--- src/rtl/flash_cmd_pkg.sv ---
package flash_cmd_pkg;

  typedef enum logic [1:0] {
    MODE_ARRAY  = 2'd0,
    MODE_ID     = 2'd1,
    MODE_STATUS = 2'd2
  } readMode_t;

  typedef enum logic [1:0] {
    PEND_NONE  = 2'd0,
    PEND_ERASE = 2'd1,
    PEND_WRITE = 2'd2,
    PEND_LOCK  = 2'd3
  } pend_t;

  typedef enum logic [1:0] {
    OP_WORD    = 2'd0,
    OP_LOCKSET = 2'd1,
    OP_LOCKCLR = 2'd2
  } opKind_t;

  // strobes from control to datapath, valid for one clock
  typedef struct packed {
    logic memWr;
    logic blkErase;
    logic lockSet;
    logic lockClrAll;
  } strobe_t;

  localparam logic [7:0] CMD_READ_ARRAY = 8'hFF;
  localparam logic [7:0] CMD_READ_ID    = 8'h90;
  localparam logic [7:0] CMD_READ_STAT  = 8'h70;
  localparam logic [7:0] CMD_CLR_STAT   = 8'h50;
  localparam logic [7:0] CMD_ERASE      = 8'h20;
  localparam logic [7:0] CMD_WRITE      = 8'h40;
  localparam logic [7:0] CMD_WRITE_ALT  = 8'h10;
  localparam logic [7:0] CMD_LOCK       = 8'h60;
  localparam logic [7:0] CMD_LOCK_SET   = 8'h01;
  localparam logic [7:0] CMD_SUSPEND    = 8'hB0;
  localparam logic [7:0] CMD_CONFIRM    = 8'hD0;

endpackage

--- src/rtl/flash_cmd_ctrl.sv ---
module flash_cmd_ctrl
  import flash_cmd_pkg::*;
#(
  parameter int DATA_W         = 16,
  parameter int ADDR_W         = 6,
  parameter int BLK_W          = 2,
  parameter int ERASE_CYCLES   = 40,
  parameter int WRITE_CYCLES   = 8,
  parameter int RECOVER_CYCLES = 3
) (
  input  logic                    clk,
  input  logic                    rpN,
  input  logic                    ceN,
  input  logic                    weN,
  input  logic [ADDR_W-1:0]       addr,
  input  logic [DATA_W-1:0]       dataIn,
  input  logic [(1<<BLK_W)-1:0]   lockVec,
  output strobe_t                 strobe,
  output logic [ADDR_W-1:0]       opAddr,
  output logic [DATA_W-1:0]       opData,
  output readMode_t               effMode,
  output logic [7:0]              statusByte,
  output logic                    ryBy
);

  localparam int OFF_W = ADDR_W - BLK_W;
  localparam int ECW   = $clog2(ERASE_CYCLES + 1);
  localparam int WCW   = $clog2(WRITE_CYCLES + 1);
  localparam int RCW   = $clog2(RECOVER_CYCLES + 1);

  readMode_t          readMode;
  pend_t              pend;
  opKind_t            writeKind;
  logic               eraseActive, eraseSusp;
  logic               writeActive, writeSusp;
  logic [BLK_W-1:0]   eraseBlk;
  logic [ECW-1:0]     eraseCnt;
  logic [WCW-1:0]     writeCnt;
  logic [ADDR_W-1:0]  writeAddr;
  logic [DATA_W-1:0]  writeData;
  logic               eraseErr, writeErr, lockHit;
  logic [RCW-1:0]     recoverCnt;
  logic               weQ;

  logic               eraseRun, writeRun, busy, eraseDone, writeDone;
  logic               cmdValid, tgtLocked;
  logic [7:0]         cmd;
  logic [BLK_W-1:0]   tgtBlk;

  always_comb begin
    eraseRun  = eraseActive & ~eraseSusp & ~writeActive;
    writeRun  = writeActive & ~writeSusp;
    busy      = eraseRun | writeRun;
    eraseDone = eraseRun && (eraseCnt == '0);
    writeDone = writeRun && (writeCnt == '0);
    cmd       = dataIn[7:0];
    tgtBlk    = addr[ADDR_W-1:OFF_W];
    tgtLocked = lockVec[tgtBlk];
    cmdValid  = ~weQ & weN & ~ceN & (recoverCnt == '0);
  end

  always_comb begin
    strobe.blkErase   = eraseDone;
    strobe.memWr      = writeDone && (writeKind == OP_WORD);
    strobe.lockSet    = writeDone && (writeKind == OP_LOCKSET);
    strobe.lockClrAll = writeDone && (writeKind == OP_LOCKCLR);
    opAddr     = eraseDone ? {eraseBlk, {OFF_W{1'b0}}} : writeAddr;
    opData     = writeData;
    statusByte = {~busy, eraseSusp, eraseErr, writeErr, 1'b0, writeSusp, lockHit, 1'b0};
    effMode    = busy ? MODE_STATUS : readMode;
    ryBy       = ~busy;
  end

  always_ff @(posedge clk) begin
    if (!rpN) begin
      readMode    <= MODE_ARRAY;
      pend        <= PEND_NONE;
      writeKind   <= OP_WORD;
      eraseActive <= 1'b0;
      eraseSusp   <= 1'b0;
      writeActive <= 1'b0;
      writeSusp   <= 1'b0;
      eraseBlk    <= '0;
      eraseCnt    <= '0;
      writeCnt    <= '0;
      writeAddr   <= '0;
      writeData   <= '0;
      eraseErr    <= 1'b0;
      writeErr    <= 1'b0;
      lockHit     <= 1'b0;
      recoverCnt  <= RCW'(RECOVER_CYCLES);
      weQ         <= 1'b1;
    end else begin
      weQ <= weN;
      if (recoverCnt != '0) recoverCnt <= recoverCnt - 1'b1;

      if (eraseRun) begin
        if (eraseCnt == '0) eraseActive <= 1'b0;
        else                eraseCnt    <= eraseCnt - 1'b1;
      end
      if (writeRun) begin
        if (writeCnt == '0) writeActive <= 1'b0;
        else                writeCnt    <= writeCnt - 1'b1;
      end

      if (cmdValid) begin
        if (pend != PEND_NONE) begin
          pend     <= PEND_NONE;
          readMode <= MODE_STATUS;
          case (pend)
            PEND_ERASE: begin
              if (cmd != CMD_CONFIRM) begin
                eraseErr <= 1'b1; writeErr <= 1'b1;
              end else if (tgtLocked) begin
                eraseErr <= 1'b1; lockHit <= 1'b1;
              end else if (eraseActive || writeActive) begin
                eraseErr <= 1'b1; writeErr <= 1'b1;
              end else begin
                eraseActive <= 1'b1;
                eraseBlk    <= tgtBlk;
                eraseCnt    <= ECW'(ERASE_CYCLES - 1);
              end
            end
            PEND_WRITE: begin
              if (tgtLocked) begin
                writeErr <= 1'b1; lockHit <= 1'b1;
              end else if (writeActive || (eraseActive && tgtBlk == eraseBlk)) begin
                writeErr <= 1'b1;
              end else begin
                writeActive <= 1'b1;
                writeKind   <= OP_WORD;
                writeAddr   <= addr;
                writeData   <= dataIn;
                writeCnt    <= WCW'(WRITE_CYCLES - 1);
              end
            end
            PEND_LOCK: begin
              if (eraseActive || writeActive ||
                  (cmd != CMD_LOCK_SET && cmd != CMD_CONFIRM)) begin
                eraseErr <= 1'b1; writeErr <= 1'b1;
              end else begin
                writeActive <= 1'b1;
                writeKind   <= (cmd == CMD_LOCK_SET) ? OP_LOCKSET : OP_LOCKCLR;
                writeAddr   <= addr;
                writeCnt    <= WCW'(WRITE_CYCLES - 1);
              end
            end
            default: ;
          endcase
        end else if (busy) begin
          if (cmd == CMD_SUSPEND) begin
            if (writeRun) writeSusp <= 1'b1;
            else          eraseSusp <= 1'b1;
          end
        end else begin
          case (cmd)
            CMD_READ_ARRAY: readMode <= MODE_ARRAY;
            CMD_READ_ID:    readMode <= MODE_ID;
            CMD_READ_STAT:  readMode <= MODE_STATUS;
            CMD_CLR_STAT: begin
              eraseErr <= 1'b0; writeErr <= 1'b0; lockHit <= 1'b0;
            end
            CMD_ERASE:     begin pend <= PEND_ERASE; readMode <= MODE_STATUS; end
            CMD_WRITE,
            CMD_WRITE_ALT: begin pend <= PEND_WRITE; readMode <= MODE_STATUS; end
            CMD_LOCK:      begin pend <= PEND_LOCK;  readMode <= MODE_STATUS; end
            CMD_CONFIRM: begin
              readMode <= MODE_STATUS;
              if (writeSusp)                       writeSusp <= 1'b0;
              else if (eraseSusp && !writeActive)  eraseSusp <= 1'b0;
            end
            CMD_SUSPEND: ;
            default: begin eraseErr <= 1'b1; writeErr <= 1'b1; end
          endcase
        end
      end
    end
  end


  reset_exit_chk: assert property (@(posedge clk)
    $rose(rpN) |-> (statusByte == 8'h80 && effMode == MODE_ARRAY && ryBy));


  reset_abort_chk: assert property (@(posedge clk)
    !rpN |=> ryBy);


  recover_quiet_chk: assert property (@(posedge clk) disable iff (!rpN)
    (recoverCnt != '0) |-> (pend == PEND_NONE && !writeActive && !eraseActive));


  erase_hold_chk: assert property (@(posedge clk) disable iff (!rpN)
    eraseSusp |=> $stable(eraseCnt));


  write_susp_ready_chk: assert property (@(posedge clk) disable iff (!rpN)
    writeSusp |-> ryBy);

endmodule

--- src/rtl/flash_cmd_datapath.sv ---
module flash_cmd_datapath
  import flash_cmd_pkg::*;
#(
  parameter int              DATA_W = 16,
  parameter int              ADDR_W = 6,
  parameter int              BLK_W  = 2,
  parameter logic [DATA_W-1:0] MFR_ID = 16'h00B0,
  parameter logic [DATA_W-1:0] DEV_ID = 16'h00E3
) (
  input  logic                  clk,
  input  logic                  rpN,
  input  logic                  ceN,
  input  logic                  oeN,
  input  logic [ADDR_W-1:0]     addr,
  input  strobe_t               strobe,
  input  logic [ADDR_W-1:0]     opAddr,
  input  logic [DATA_W-1:0]     opData,
  input  readMode_t             effMode,
  input  logic [7:0]            statusByte,
  output logic [(1<<BLK_W)-1:0] lockVec,
  output logic [DATA_W-1:0]     dataOut,
  output logic                  dataOe
);

  localparam int DEPTH      = 1 << ADDR_W;
  localparam int OFF_W      = ADDR_W - BLK_W;
  localparam int BLK_WORDS  = 1 << OFF_W;

  logic [DATA_W-1:0] mem [DEPTH];
  logic [BLK_W-1:0]  opBlk, rdBlk;
  logic [DATA_W-1:0] rdData;

  assign opBlk = opAddr[ADDR_W-1:OFF_W];
  assign rdBlk = addr[ADDR_W-1:OFF_W];

  // storage: erase fills a block with ones, programming only clears bits
  always_ff @(posedge clk) begin
    for (int i = 0; i < DEPTH; i++) begin
      if (strobe.blkErase && (i / BLK_WORDS) == int'(opBlk))
        mem[i] <= '1;
      else if (strobe.memWr && opAddr == ADDR_W'(i))
        mem[i] <= mem[i] & opData;
    end
  end

  // lock bits are non-volatile: untouched by reset
  always_ff @(posedge clk) begin
    if (strobe.lockClrAll)   lockVec <= '0;
    else if (strobe.lockSet) lockVec[opBlk] <= 1'b1;
  end

  always_comb begin
    case (effMode)
      MODE_ARRAY: rdData = mem[addr];
      MODE_ID: begin
        case (addr[1:0])
          2'd0:    rdData = MFR_ID;
          2'd1:    rdData = DEV_ID;
          2'd2:    rdData = DATA_W'(lockVec[rdBlk]);
          default: rdData = '0;
        endcase
      end
      MODE_STATUS: rdData = DATA_W'(statusByte);
      default:     rdData = '0;
    endcase
    dataOe  = ~ceN & ~oeN & rpN;
    dataOut = dataOe ? rdData : '0;
  end


  no_locked_write_chk: assert property (@(posedge clk) disable iff (!rpN)
    strobe.memWr |-> !lockVec[opBlk]);


  erase_fill_chk: assert property (@(posedge clk) disable iff (!rpN)
    strobe.blkErase |=> (mem[$past(opAddr)] == '1));


  program_and_chk: assert property (@(posedge clk) disable iff (!rpN)
    strobe.memWr |=> (mem[$past(opAddr)] == ($past(mem[opAddr]) & $past(opData))));

endmodule

--- src/rtl/flash_cmd_if.sv ---
module flash_cmd_if
  import flash_cmd_pkg::*;
#(
  parameter int              DATA_W         = 16,
  parameter int              ADDR_W         = 6,
  parameter int              BLK_W          = 2,
  parameter int              ERASE_CYCLES   = 40,
  parameter int              WRITE_CYCLES   = 8,
  parameter int              RECOVER_CYCLES = 3,
  parameter logic [DATA_W-1:0] MFR_ID       = 16'h00B0,
  parameter logic [DATA_W-1:0] DEV_ID       = 16'h00E3
) (
  input  logic              clk,
  input  logic              rpN,
  input  logic              ceN,
  input  logic              oeN,
  input  logic              weN,
  input  logic [ADDR_W-1:0] addr,
  input  logic [DATA_W-1:0] dataIn,
  output logic [DATA_W-1:0] dataOut,
  output logic              dataOe,
  output logic              ryBy
);

  strobe_t               strobe;
  logic [ADDR_W-1:0]     opAddr;
  logic [DATA_W-1:0]     opData;
  readMode_t             effMode;
  logic [7:0]            statusByte;
  logic [(1<<BLK_W)-1:0] lockVec;

  flash_cmd_ctrl #(
    .DATA_W(DATA_W), .ADDR_W(ADDR_W), .BLK_W(BLK_W),
    .ERASE_CYCLES(ERASE_CYCLES), .WRITE_CYCLES(WRITE_CYCLES),
    .RECOVER_CYCLES(RECOVER_CYCLES)
  ) u_ctrl (
    .clk(clk), .rpN(rpN), .ceN(ceN), .weN(weN), .addr(addr), .dataIn(dataIn),
    .lockVec(lockVec), .strobe(strobe), .opAddr(opAddr), .opData(opData),
    .effMode(effMode), .statusByte(statusByte), .ryBy(ryBy)
  );

  flash_cmd_datapath #(
    .DATA_W(DATA_W), .ADDR_W(ADDR_W), .BLK_W(BLK_W),
    .MFR_ID(MFR_ID), .DEV_ID(DEV_ID)
  ) u_dp (
    .clk(clk), .rpN(rpN), .ceN(ceN), .oeN(oeN), .addr(addr), .strobe(strobe),
    .opAddr(opAddr), .opData(opData), .effMode(effMode), .statusByte(statusByte),
    .lockVec(lockVec), .dataOut(dataOut), .dataOe(dataOe)
  );

endmodule

--- config.mk ---
export PLATFORM = sky130hd
export DESIGN_NAME = flash_cmd_if
export DESIGN_NICKNAME = d
export VERILOG_FILES = /design/src/rtl/flash_cmd_pkg.sv /design/src/rtl/flash_cmd_ctrl.sv /design/src/rtl/flash_cmd_datapath.sv /design/src/rtl/flash_cmd_if.sv
export SDC_FILE = /design/constraint.sdc
export NUM_CORES = 2
export LEC_CHECK = 0
export ABC_AREA = 1
export BUFFER_PORTS_ARGS = -buffer_cell sky130_fd_sc_hd__buf_2
export CORE_MARGIN = 3
export CORE_UTILIZATION = 30
export DETAILED_ROUTE_END_ITERATION = 12
export PLACE_DENSITY = 0.52
export SKIP_CTS_REPAIR_TIMING = 1
export SYNTH_ARGS = -nofsm -noshare
export SYNTH_HDL_FRONTEND = slang
export SYNTH_SLANG_ARGS = --single-unit
--- constraint.sdc ---
create_clock -name clk -period 4.4 [get_ports clk]
set_input_delay 0.88 -clock clk [delete_from_list [all_inputs] [get_ports clk]]
set_output_delay 0.88 -clock clk [all_outputs]
set_load 0.01 [all_outputs]
==> Word-level counts from Yosys, hierarchy flattened <==
Memory sizes are Yosys's and may differ from the RTL's.
Cells that the tools add are included.
{ "totals": {"regBits": 54, "mem_bits_rw": 1024, "in_bits": 27, "out_inout_bits": 18, "word_cells": 934, "n_memories": 1} }
{ "mem_list": {"columns": ["name", "words", "width", "rd", "rd_ports_with_merged_regs", "write_ports", "line", "text"], "rows": [
  ["u_dp.mem", 64, 16, 65, 0, 16, "flash_cmd_datapath.sv:29", "logic [DATA_W-1:0] mem [DEPTH];"]
]} }
{ "op_classes": {"addsub": 3, "order_cmp": 3, "eq_ne": 107, "mux": 494, "bitwise": 150, "reduce_logical": 158} }
{ "ops": {"columns": ["operator", "n"], "rows": [
  ["$mux 16", 113],
  ["$and 16x16->16", 64],
  ["$reduce_or 16->1", 48],
  ["$mux 6", 60],
  ["$mux 1", 291],
  ["$eq 6x6->1 const B", 32],
  ["$eq 6x5->1 const B", 16],
  ["$logic_and 1x1->1", 77],
  ["$or 1x1->1", 65],
  ["$eq 6x4->1 const B", 8],
  ["$pmux 16 s3", 1],
  ["$eq 8x7->1 const B", 4],
  ["$eq 8x8->1 const B", 4],
  ["$mux 4", 7],
  ["$eq 6x3->1 const B", 4],
  ["$pmux 8 s3", 1],
  ["$mux 2", 9],
  ["$reduce_and 6->1", 3],
  ["$reduce_and 5->1", 3],
  ["$ne 2x2->1 const B", 7],
  ["$eq 6x2->1 const B", 2],
  ["$logic_not 6->1", 2],
  ["$ne 3x3->1 const B", 4],
  ["$ne 4x4->1 const B", 3],
  ["other kinds (42)", 87]
]} }

==> Longest topological paths before layout <==
{ "depth": {"ltp_word": 15, "ltp_mapped": 14, "mapped_depth_nobuf": 13} }

==> Hierarchy <==
From an unflattened synthesis, not the netlist that was laid out.
{ "hier_totals": {"hier_cells": 5792, "area_unflattened_um2": 52127.5} }
{ "by_module_without_submodules": {"columns": ["module", "n_inst", "cells_each", "area_per_inst_um2", "seq_area_each_um2"], "rows": [
  ["flash_cmd_datapath", 1, 5404, 49411.1, 30829.6],
  ["flash_cmd_ctrl", 1, 388, 2716.4, 1001.0]
]} }

==> Worst setup path before layout <==
OpenSTA, ideal clock, no wires.
{ "synth_timing": {"path_type": "input to output", "startpoint": "input addr[0]", "endpoint": "output dataOut[12]", "arrival_time_ns": 2.422, "required_ns": 3.520, "setup_slack_ns": 1.098, "path_stages": 11, "n_path_buf": 4, "path_cell_list": "buf_2 > buf_2 > nor2_2 > buf_2 > buf_2 > a21oi_1 > o2111ai_1 > nand3_1 > nand3_1 > nand3_1 > a21oi_1"} }
{ "synth_via": {"elab_chain_cells": 3} }
{ "synth_lines": {"columns": ["element", "line", "text"], "rows": [
  ["from (decl)", "flash_cmd_if.sv:18", "input logic [ADDR_W-1:0] addr,"],
  ["$mem_v2 64x16", null, null],
  ["$pmux 16 s3", "flash_cmd_datapath.sv:53", "case (effMode)"],
  ["$mux 16", "flash_cmd_datapath.sv:67", "dataOut = dataOe ? rdData : '0;"],
  ["to (decl)", "flash_cmd_if.sv:20", "output logic [DATA_W-1:0] dataOut,"]
]} }
No other way between the ends.

==> Worst setup path in the final report <==
{ "layout_timing": {"startpoint": "input addr[1]", "endpoint": "output dataOut[8]"} }
Same word-level chain as after synthesis.

==> results.md <==
* Reg-to-reg critical path startpoint: u_ctrl.writeCnt[0]$_SDFF_PN0_
* Synth Area in Adders at 0.00191
* Post-route DRC at 0
* Slowest-stage cell, CP: a21oi_2
* H-tree Lvls at 3
* Number of global-route vias before repair at 40230
* Critical path type: input pin to output pin
* Reg clk slew, reported paths at 0.06 ns
* CP Capture Type: output pin
* Synth Area in Simple Gates at 0.255
* CTS Buf Count at 118
* Buf/Inv on CP at 5
* # fillers at 17715
* Seq/Total Area, Yosys at 0.606
* Area fraction of the dominant cell type after synthesis at 0.585
* Busiest grt layer: met2
* Fraction of final layout cells sized beyond drive strength 1 at 0.0998
* Final worst-path setup slack at -0.0185 ns
* Max cap viols at 0
* Startpoint Class: input pin
* Max IR drop VDD at 0.313 mV
* Worst Path Max Fanout at 43
* GRT Resource Usage Total at 0.212
* Grt total ovfl at 0
* Synth cell count leaders: nand2_1, edfxtp_1, o21ai_0
* Multi-input logic area at 0.0178 mm²
* Hold Fails Final Rpt at 0
* Area grow syn2layout at 13.9%
* Clock tree sinks at 1078
* Failing checks: setup timing
* Delay-heaviest family, CP: buffers and inverters
* DR iter-0 viols at 5226
* CTS root buf: clkbuf_16
* Min-delay worst type: input pin to flop
* Slew HR at 0.214
* Met2 usage at 0.323
* Post-synthesis average cell area at 9.14 µm²
* Seq cells post-synth at 1078
* Asr flop ratio synth at 0
* Synth Flop Type: edfxtp_1
* Vias/cell at 5.25
* Cell count after synthesis at 5747
* Syn. warnings at 0
* Initial Util at 0.304
* Total power at 21900 µW
* Finish-stage setup viols at 1
* Final RePlAce weighted congestion at 0.875
* Fin Clk Skew at 0.0387 ns
* Final HPWL DP at 123 mm
* CTS tree: done
* Routed WL at 197 mm
* Largest net degree at the start of global routing at 70
* Pins Over Slew Limit at 0
* Vias post-DR at 42794
* Crit share post-route at 1.00
* Sequential cell area at 0.0319 mm²
* Die area at 0.180 mm²
* Drt pass-1 iters at 6
* Proportion of synthesized area in mux cells at 0
* Cell with the most instances after synthesis: nand2_1
* Post-synth EDFFs at 1024
* I/O pin count at 45
* Worst Min Path Start: weN
* Met3 usage at 0.0450
* Most used cell, CP: nand3_1
* Clock period minus worst slack at 4.42 ns
* Largest family of logic cells by synthesized area: simple AND/OR/NAND/NOR gates
* Leakage power at 0.0200 µW
* Port Buffers at 44
* Critical Path, Cell by Cell: buf_4 > buf_12 > nor2_4 > buf_12 > buf_4 > nand2_1 > o2111ai_1 > nand3_1 > nand3_1 > nand3_1 > a21oi_2 > buf_2
* Die Width at 424 µm
* Core ar. at 0.173 mm²
* Die H at 424 µm
* Fmax at 0.226 GHz
* Yosys cell types at 43
* Post-Synth XOR/XNOR Area at 0.000667
* Delay of the slowest critical-path stage at 0.33 ns
* Synth Area in Compound Gates at 0.0771
* Initial antenna violation count at 4
* CTS Buffer Depth at 3
* Crit path launch: addr[1]
* Pwr per Cell Area at 366 mW/mm²
* Crit path DAT at 3.54 ns
* Final nets at 5774
* Mapped Area at 0.0525 mm²
* Status: finished with violations
* Worst-Skew Late Latency at 0.77 ns
* Worst-margin pin slew at 1.18 ns
* Worst Path Required at 3.52 ns
* Hold_ws at 0.339 ns
* Syn nets at 5782
* # rows at 152
* WL/cell at 24.1 µm
* Biggest area consumer among synthesized cells: edfxtp_1
* DRT antenna net count at 0
* First-pass GRT wire length at 283 mm
* Top cells by area, synth: edfxtp_1, nand2_1, o21ai_0
* Met1 usage at 0.298
[layout make-up]
cell class | count | share of cell area
multi-input combinational | 3935 | 0.297
tap | 2310 | 0.0483
antenna | 5 | 0.000209
timing repair buffer | 247 | 0.0360
clock inverter | 68 | 0.00987
inverter | 359 | 0.0227
sequential | 1078 | 0.533
clock buffer | 152 | 0.0533
[power breakdown]
part           internal (µW)  switching [µW]  leakage, µW
sequential             11100            2.20       0.0125
combinational            221             645      0.00563
clock                   5660            4320      0.00187
[placed cells by master, fill, tap and decap left out, types with 4 or more instances in the layout]
cell / n
clkbuf_16: 124
nand3b_1: 10
a21oi_1: 153
o21ai_1: 51
nand3_1: 390
clkinv_1: 25
inv_2: 12
o2111ai_1: 17
buf_4: 173
clkinv_2: 30
nor2_1: 243
nand2_1: 2332
inv_1: 341
ha_1: 8
dfxtp_1: 38
edfxtp_1: 1024
nor2_4: 64
dfxtp_4: 4
nor3_1: 7
o21ai_2: 17
dfxtp_2: 12
o21ai_0: 373
a22oi_1: 86
nand2_4: 19
diode_2: 5
bufinv_16: 10
nor2_2: 11
nand2_2: 4
nand3_2: 9
o211ai_1: 20
a31oi_1: 4
clkbuf_1: 28
buf_2: 41
buf_12: 28
nand4_1: 91
[logic make-up (layout without fill, tap and decap cells)]
kind of cell	count (synthesis)	after routing
adders and majority gates	8	8
DFF	1078	1078
AOI/OAI and AO/OA	734	734
buffers and inverters	734	826
other	0	5
and+or+nand+nor	3189	3189
xor gates and xnor gates	4	4
[worst register-to-register path, stage by stage (launching register included)]
cell,delay (ns)
dfxtp_1,0.33
inv_1,0.07
ha_1,0.17
inv_1,0.06
nor3_1,0.13
inv_1,0.10
nor2_1,0.18
nand3b_1,0.22
inv_1,0.17
nand3_1,0.09
inv_1,0.27
nand2_4,0.29
o21ai_2,0.96
[registers in the layout, summed over array words and instances (netlist names), 4 cells and up]
register,flops
u_ctrl.writeCnt,4
u_dp.lockVec,4
u_ctrl.writeAddr,6
u_ctrl.eraseCnt,6
u_ctrl.opData,16
u_dp.mem,1024
[worst paths after layout]
path,cells past startpoint,endpoint,slack (ns)
hold / removal,2,u_ctrl.weQ$_SDFF_PN1_,0.34
hold reg to reg,2,u_dp.lockVec[0]$_SDFFE_PP0P_,0.45
setup / recovery,12,dataOut[8],-0.02
setup reg to reg,12,u_dp.mem[1][14]$_SDFFCE_PN1P_,0.99
[layer usage]
layer / wire length, µm / vias up
met2: 86600 / 2236
met5: 81 / -
met4: 6670 / 4
li1: - / 19236
met1: 83600 / 21018
met3: 19900 / 300
[metrics by stage]
stage	TNS [ns]	utilization	area, µm²	cells	worst slack (ns)
final	-0.0185	0.346	59800	8154	-0.0185
after global routing	-0.0680	0.346	59800	8149	-0.0340
after CTS	-0.260	0.345	59700	8145	-0.220
after detailed placement	-0.224	0.323	55900	7925	-0.202
after global placement	-0.313	0.323	55900	7925	-0.266
after floorplan	0	-	52500	5747	1.10
Note: power is estimated with default switching activity, not from simulation.
